File: src/rtl/txcr_pkg.sv
// Shared types for the transmit FIFO chunked burst reader.
package txcr_pkg;
    // Command-level phase of a transfer.
    typedef enum logic [1:0] {
        PH_IDLE   = 2'd0,
        PH_GATHER = 2'd1,
        PH_ISSUE  = 2'd2,
        PH_WAIT   = 2'd3
    } phase_e;
endpackage

File: src/rtl/txcr_burst_engine.sv
// Sector burst engine: asserts the FIFO read enable for whole sectors of
// BEATS words. It starts when the level shows one full sector. On the last
// beat it continues without a gap when another sector is wanted and the
// level shows two sectors, which covers the word being read in that cycle.
// Assumes BEATS is a power of two and the level lags reads by at most one
// cycle.
module txcr_burst_engine #(
    parameter int CNT_W = 16,
    parameter int BEATS = 8
) (
    input  logic             clk,
    input  logic             rst_n,
    input  logic             gather_ok,
    input  logic             more_in_chunk,
    input  logic [CNT_W-1:0] fifo_level,
    output logic             rd_en,
    output logic             sector_done
);
    localparam int BEAT_W = $clog2(BEATS);
    localparam logic [BEAT_W-1:0] LAST_BEAT = BEAT_W'(BEATS - 1);

    logic              in_burst_q;
    logic [BEAT_W-1:0] beat_q;
    logic              start_ok;
    logic              cont_ok;

    // Threshold decodes on the fill level.
    assign start_ok    = fifo_level >= CNT_W'(BEATS);
    assign cont_ok     = fifo_level >= CNT_W'(2 * BEATS);
    assign rd_en       = in_burst_q;
    assign sector_done = in_burst_q && (beat_q == LAST_BEAT);

    // Burst state and beat counter.
    always_ff @(posedge clk) begin
        if (!rst_n) begin
            in_burst_q <= 1'b0;
            beat_q     <= '0;
        end else if (in_burst_q) begin
            if (beat_q == LAST_BEAT) begin
                beat_q     <= '0;
                in_burst_q <= more_in_chunk && cont_ok;
            end else begin
                beat_q <= beat_q + BEAT_W'(1);
            end
        end else if (gather_ok && start_ok) begin
            in_burst_q <= 1'b1;
            beat_q     <= '0;
        end
    end
endmodule

File: src/rtl/txcr_chunk_ctrl.sv
// Chunk controller: splits the transfer length into commands of at most
// CHUNK_SECT sectors. It counts sectors gathered for the current command,
// pulses the issue strobe once all are in, and waits for the acknowledge
// before opening the next command. Assumes start is only honoured while idle.
module txcr_chunk_ctrl
    import txcr_pkg::*;
#(
    parameter int LEN_W      = 48,
    parameter int CHUNK_SECT = 256,
    parameter int CHK_W      = $clog2(CHUNK_SECT + 1)
) (
    input  logic             clk,
    input  logic             rst_n,
    input  logic             start,
    input  logic [LEN_W-1:0] total_len,
    input  logic             sector_done,
    input  logic             cmd_done,
    output logic             busy,
    output logic             gather_ok,
    output logic             more_in_chunk,
    output logic             cmd_issue,
    output logic [CHK_W-1:0] chunk_size
);
    phase_e           phase_q;
    logic [LEN_W-1:0] len_left_q;
    logic [CHK_W-1:0] chunk_left_q;
    logic [CHK_W-1:0] chunk_size_q;

    // Size of the next command given the sectors still unassigned.
    function automatic logic [CHK_W-1:0] chunk_of(input logic [LEN_W-1:0] n);
        return (n >= LEN_W'(CHUNK_SECT)) ? CHK_W'(CHUNK_SECT) : n[CHK_W-1:0];
    endfunction

    // Status decodes for the burst engine and the ports.
    assign busy          = (phase_q != PH_IDLE);
    assign gather_ok     = (phase_q == PH_GATHER) && (chunk_left_q != '0);
    assign more_in_chunk = chunk_left_q > CHK_W'(1);
    assign cmd_issue     = (phase_q == PH_ISSUE);
    assign chunk_size    = chunk_size_q;

    // Phase sequencing and sector accounting.
    always_ff @(posedge clk) begin
        if (!rst_n) begin
            phase_q      <= PH_IDLE;
            len_left_q   <= '0;
            chunk_left_q <= '0;
            chunk_size_q <= '0;
        end else begin
            case (phase_q)
                PH_IDLE: begin
                    if (start && (total_len != '0)) begin
                        chunk_size_q <= chunk_of(total_len);
                        chunk_left_q <= chunk_of(total_len);
                        len_left_q   <= total_len - LEN_W'(chunk_of(total_len));
                        phase_q      <= PH_GATHER;
                    end
                end
                PH_GATHER: begin
                    if (sector_done) begin
                        chunk_left_q <= chunk_left_q - CHK_W'(1);
                        if (chunk_left_q == CHK_W'(1)) phase_q <= PH_ISSUE;
                    end
                end
                PH_ISSUE: phase_q <= PH_WAIT;
                PH_WAIT: begin
                    if (cmd_done) begin
                        if (len_left_q == '0) begin
                            phase_q <= PH_IDLE;
                        end else begin
                            chunk_size_q <= chunk_of(len_left_q);
                            chunk_left_q <= chunk_of(len_left_q);
                            len_left_q   <= len_left_q - LEN_W'(chunk_of(len_left_q));
                            phase_q      <= PH_GATHER;
                        end
                    end
                end
                default: phase_q <= PH_IDLE;
            endcase
        end
    end
endmodule

File: src/rtl/txfifo_chunk_reader.sv
// Top: reads sector bursts from a transmit FIFO, forwards each word with a
// valid strobe one cycle after its read, and groups sectors into commands.
// Assumes the FIFO presents read data the cycle after a read enable.
module txfifo_chunk_reader #(
    parameter int DATA_W     = 512,
    parameter int CNT_W      = 16,
    parameter int LEN_W      = 48,
    parameter int BEATS      = 8,
    parameter int CHUNK_SECT = 256,
    parameter int CHK_W      = $clog2(CHUNK_SECT + 1)
) (
    input  logic              clk,
    input  logic              rst_n,
    input  logic              xfer_start,
    input  logic [LEN_W-1:0]  xfer_sectors,
    output logic              xfer_busy,
    input  logic [CNT_W-1:0]  fifo_level,
    output logic              fifo_rd_en,
    input  logic [DATA_W-1:0] fifo_rd_data,
    output logic              out_valid,
    output logic [DATA_W-1:0] out_data,
    output logic              cmd_issue,
    output logic [CHK_W-1:0]  cmd_sectors,
    input  logic              cmd_done
);
    logic gather_ok;
    logic more_in_chunk;
    logic sector_done;
    logic out_valid_q;

    txcr_chunk_ctrl #(
        .LEN_W(LEN_W), .CHUNK_SECT(CHUNK_SECT), .CHK_W(CHK_W)
    ) u_ctrl (
        .clk(clk), .rst_n(rst_n), .start(xfer_start), .total_len(xfer_sectors),
        .sector_done(sector_done), .cmd_done(cmd_done), .busy(xfer_busy),
        .gather_ok(gather_ok), .more_in_chunk(more_in_chunk),
        .cmd_issue(cmd_issue), .chunk_size(cmd_sectors)
    );

    txcr_burst_engine #(
        .CNT_W(CNT_W), .BEATS(BEATS)
    ) u_burst (
        .clk(clk), .rst_n(rst_n), .gather_ok(gather_ok),
        .more_in_chunk(more_in_chunk), .fifo_level(fifo_level),
        .rd_en(fifo_rd_en), .sector_done(sector_done)
    );

    // Valid strobe aligned with the FIFO's one-cycle read latency.
    always_ff @(posedge clk) begin
        if (!rst_n) out_valid_q <= 1'b0;
        else        out_valid_q <= fifo_rd_en;
    end

    assign out_valid = out_valid_q;
    assign out_data  = fifo_rd_data;
endmodule

File: config.mk
export PLATFORM = sky130hd
export DESIGN_NAME = txfifo_chunk_reader
export DESIGN_NICKNAME = d
export VERILOG_FILES = /design/src/rtl/txcr_pkg.sv /design/src/rtl/txcr_burst_engine.sv /design/src/rtl/txcr_chunk_ctrl.sv /design/src/rtl/txfifo_chunk_reader.sv
export SDC_FILE = /design/constraint.sdc
export NUM_CORES = 1
export LEC_CHECK = 0
export BUFFER_PORTS_ARGS = -buffer_cell sky130_fd_sc_hd__buf_2
export CORE_AREA = 5 5 426 428
export CTS_BUF_LIST = sky130_fd_sc_hd__clkbuf_4
export CTS_CLUSTER_SIZE = 40
export DETAILED_ROUTE_END_ITERATION = 8
export DIE_AREA = 0 0 431 433
export SETUP_SLACK_MARGIN = 0.05
export SLEW_MARGIN = 0
export SYNTH_ARGS = -nofsm -noshare
export SYNTH_HDL_FRONTEND = slang
export SYNTH_SLANG_ARGS = --single-unit
File: constraint.sdc
create_clock -name clk -period 6.1 [get_ports clk]
set_input_delay 0.915 -clock clk [delete_from_list [all_inputs] [get_ports clk]]
set_output_delay 0.915 -clock clk [all_outputs]
set_load 0.005 [all_outputs]
==> metrics.md <==
| Metric | Value |
|---|---|
| Cell depth of the worst flop-to-flop path | `8` |
| Run status | `finished clean` |
| Post-synth EDFFs | `0` |
| Compound-gate portion of the synthesized area | `0.168` |
| Floorplan core area | `177000 sq um` |
| Synth Area in Adders | `0.0149` |
| Maximum fanout encountered on the critical timing path | `13` |
| Worst setup path class | `in2reg` |
| Total detailed-routing wirelength | `68.3 mm` |
| Total via count after detailed routing | `7319` |
| Number of vias per cell | `2.31` |
| Routability Congestion | `0.804` |
| Relative area change from synthesis to final layout | `-4.67%` |
| RSZ-0062 raised after global routing | `false` |
| Clock network fraction of design power | `0.147` |
| Total standard cell area after synthesis | `9260 sq um` |
| Type of the most critical hold path | `reg2reg` |
| Sw power | `1.39 mW` |
| Non-filler cells in the finished layout | `3168` |
| Power density cells | `314 nW/um^2` |
| Routed wirelength normalized by instance count | `21.6 um` |
| Top cells by area in the synthesized netlist | `buf_4 42%, dfxtp_1 16%, o21ai_0 3.8%` |
| Antenna-violating nets left | `0` |
| Flip-flop and latch count after synthesis | `73` |
| Met2 global-route usage | `0.0987` |
| Sw Share | `0.503` |
| Startpoint kind of the worst setup timing path | `input port` |
| Relative max-transition margin | `0.248` |
| Area of the die | `187000 sq um` |
| Drt initial violations | `594` |
| Combinational group share of total power | `0.544` |
| Post-route cell area | `8830 sq um` |
| Dominant combinational cell family by area after synthesis | `buffers and inverters` |
| R2r startpoint | `u_ctrl.len_left_q[26]` |
| Horizontal die dimension | `431 um` |
| Share of Yosys cell area claimed by the top area cell type | `0.416` |
| Share of final-layout standard cells stronger than drive strength 1 | `0.172` |
| Highest clock frequency the design can meet | `262 MHz` |
| Internal Power | `1.38 mW` |
| Final max-slew violation count | `0` |
| Global route hottest layer | `met2` |
| Total negative setup slack | `0 ns` |
| Post-synth top flop | `dfxtp_1` |
| Synth warn | `0` |
| Global-route wire length before repair | `82.3 mm` |
| Met1 demand-to-capacity share in global routing | `0.0508` |
| Count of placed standard cells including taps | `3141` |
| Via count of the first global-routing pass | `6871` |
| Largest vdd supply drop | `193 uV` |
| CTS buffer count | `9` |
| Quantity of I/O buffers inserted on ports | `77` |
| Proportion of synthesized area in mux cells | `0.00446` |
| Maximum buffer depth of the clock tree | `2` |
| Count of buffers added by post-CTS timing repair for setup | `0` |
| Required time worst endpoint | `6.43 ns` |
| Flop2flop setup slack | `2.28 ns` |
| Source-to-sink clock delay at the later pin of the worst-skew pair | `0.46 ns` |
| Combined global-route utilization of all metal layers | `0.0687` |
| Initial antenna violation count | `33` |
| Pin count of the biggest net entering global routing | `74` |
| Max Cap Viol | `0` |
| Remaining DRCs | `0` |
| Drt first pass iters | `7` |
| Static Leakage | `2.17 nW` |
| Number of H-tree levels | `3` |
| Net count reported at finish | `1388` |
| R2R Path End | `u_ctrl.len_left_q[24]` |
| Count of mapped cells out of synthesis | `1257` |
| Clock-pin slew of the registers on the worst-case setup and hold paths | `0.14 ns` |
| Async set-reset flop share out of synthesis | `0` |
| Per-instance average area after synthesis | `7.37 sq um` |
| Share of the clock period used by the worst path after layout | `0.626` |
| Number of endpoints with negative hold slack in the final report | `0` |
| Total congestion overflow after global routing | `0` |
| Post-layout minimum cycle time | `3.82 ns` |
| I/O pin count | `1105` |
| Clk Tree Root Cell | `clkbuf_4` |
| Crit path capture type | `flip-flop` |
| Synth unique cells | `73` |
| Power share of the sequential group | `0.308` |
| Global routing usage on met3 | `0.0886` |
| CTS Hold Buffers Added | `0` |
| Clock tree from TritonCTS | `built` |
| Height of the die | `433 um` |
| Worst Tran Pin Value | `1.12 ns` |
| Biggest area consumer among synthesized cells | `buf_4` |
| Area fraction in and, or, nand and nor cells after synthesis | `0.176` |
| Hold path depth | `2` |
| CP Data Arrival Time | `4.15 ns` |
| Startpoint of the most critical hold path | `u_ctrl.len_left_q[21]` |
| Starting density of the core | `0.0522` |
| Placed inst area | `8610 sq um` |
| Half-perimeter wire length of the detailed placement result | `59.7 mm` |
| Setup violators final | `0` |
| Worst Hold End | `u_ctrl.len_left_q[21]` |
| Number of clock sinks | `73` |
| Sequential element share of the synthesized area | `0.158` |
| Resized cells post-CTS | `0` |
| Skew final | `0.0183 ns` |
| Synthesized-area fraction occupied by xor and xnor cells | `0.0322` |
| Rows | `155` |
[critical path, stage by stage]
cell     delay [ns]
buf_2          0.12
nor4_1         0.57
nand4_1        0.27
or3_1          0.59
o21ai_1        0.93
nor4_1         0.19
xor2_1         0.22
a32oi_1        0.21
a21oi_1        0.12
[power by group through the flow]
stage	registers (mW)	clock network (mW)	logic (mW)
floorplan	0.801	0	1.32
global placement	0.852	0	1.53
CTS	0.851	0.411	1.54
detailed placement	0.862	0	1.53
global route	0.884	0.433	1.70
finish	0.855	0.409	1.51
[cell families after synthesis]
family          after synthesis
buf+inv                     572
simple gates                326
compound gates              236
flops                        73
xor+xnor                     34
fa+ha+maj                    11
mux                           4
other cells                   1
[layout make-up]
type                    count  area [sq um]
clock inverters             7           119
flip-flops and latches     73          1460
inverters                  12          45.0
repair buffers             88           468
well taps                2355          2950
fillers                 21000        169000
diodes                     11          27.5
clock buffers               9          67.6
multi-input cells         613          3690
[cell usage after synthesis (5+ instances only)]
cell type	count
xnor2_1	8
or3_1	17
or2_2	9
nor2_1	79
or3_2	5
o21ai_0	71
a221oi_1	5
clkbuf_1	35
o21a_1	9
dfxtp_1	73
o31ai_1	10
buf_4	513
o211ai_1	9
nor4_1	30
o22ai_1	8
ha_1	11
a31oi_1	12
a311oi_1	6
nand4_1	6
buf_6	6
a32oi_1	7
nand3_1	23
inv_1	11
nor3_1	44
nand2_1	76
a21oi_1	53
or4_1	15
xor2_1	26
[metal layers]
layer / share of wire / wire [um]
met1: 0.25 / 17000
met2: 0.41 / 27700
met3: 0.28 / 19200
met4: 0.060 / 4070
met5: 0.0044 / 302
[cells in the final DEF, fill, tap and decap left out, types with 11 or more instances in the layout]
cell type	n
xor2_1	26
nor3_1	44
diode_2	11
nand3_1	23
nor2_1	79
inv_1	11
a21oi_1	52
nor4_1	29
buf_2	77
or4_1	15
nand2_1	76
o21ai_0	70
dfxtp_1	73
or3_1	17
a31oi_1	12
buf_4	11
[stage by stage]
step	power (mW)	util	hold slack (ns)	setup slack, ns
floorplan	2.12	-	0.446	2.58
global placement	2.38	0.0485	0.464	1.81
detailed placement	2.39	0.0485	0.465	1.80
CTS	2.80	0.0496	0.482	2.29
global route	3.02	0.0496	0.509	2.06
finish	2.77	0.0498	0.489	2.28
[registers in the layout, indices dropped and copies added (netlist names)]
signal,cells
u_ctrl.chunk_left_q,9
u_ctrl.chunk_size,9
u_ctrl.len_left_q,48
out_valid,1
u_burst.rd_en,1
u_burst.beat_q,3
u_ctrl.phase_q,2
[worst max-delay path by stage]
stage / endpoint / start / depth (start not counted)
6_report: u_ctrl.len_left_q[45] / xfer_sectors[20] / 9
5_1_grt: u_ctrl.chunk_left_q[7] / u_ctrl.phase_q[0] / 7
3_5_place_dp: u_ctrl.len_left_q[45] / xfer_sectors[20] / 9
4_1_cts: u_ctrl.len_left_q[45] / xfer_sectors[20] / 9
3_3_place_gp: u_ctrl.len_left_q[29] / xfer_sectors[20] / 9
2_1_floorplan: u_ctrl.len_left_q[39] / xfer_sectors[42] / 10
Note: power is estimated with default switching activity, not from simulation.
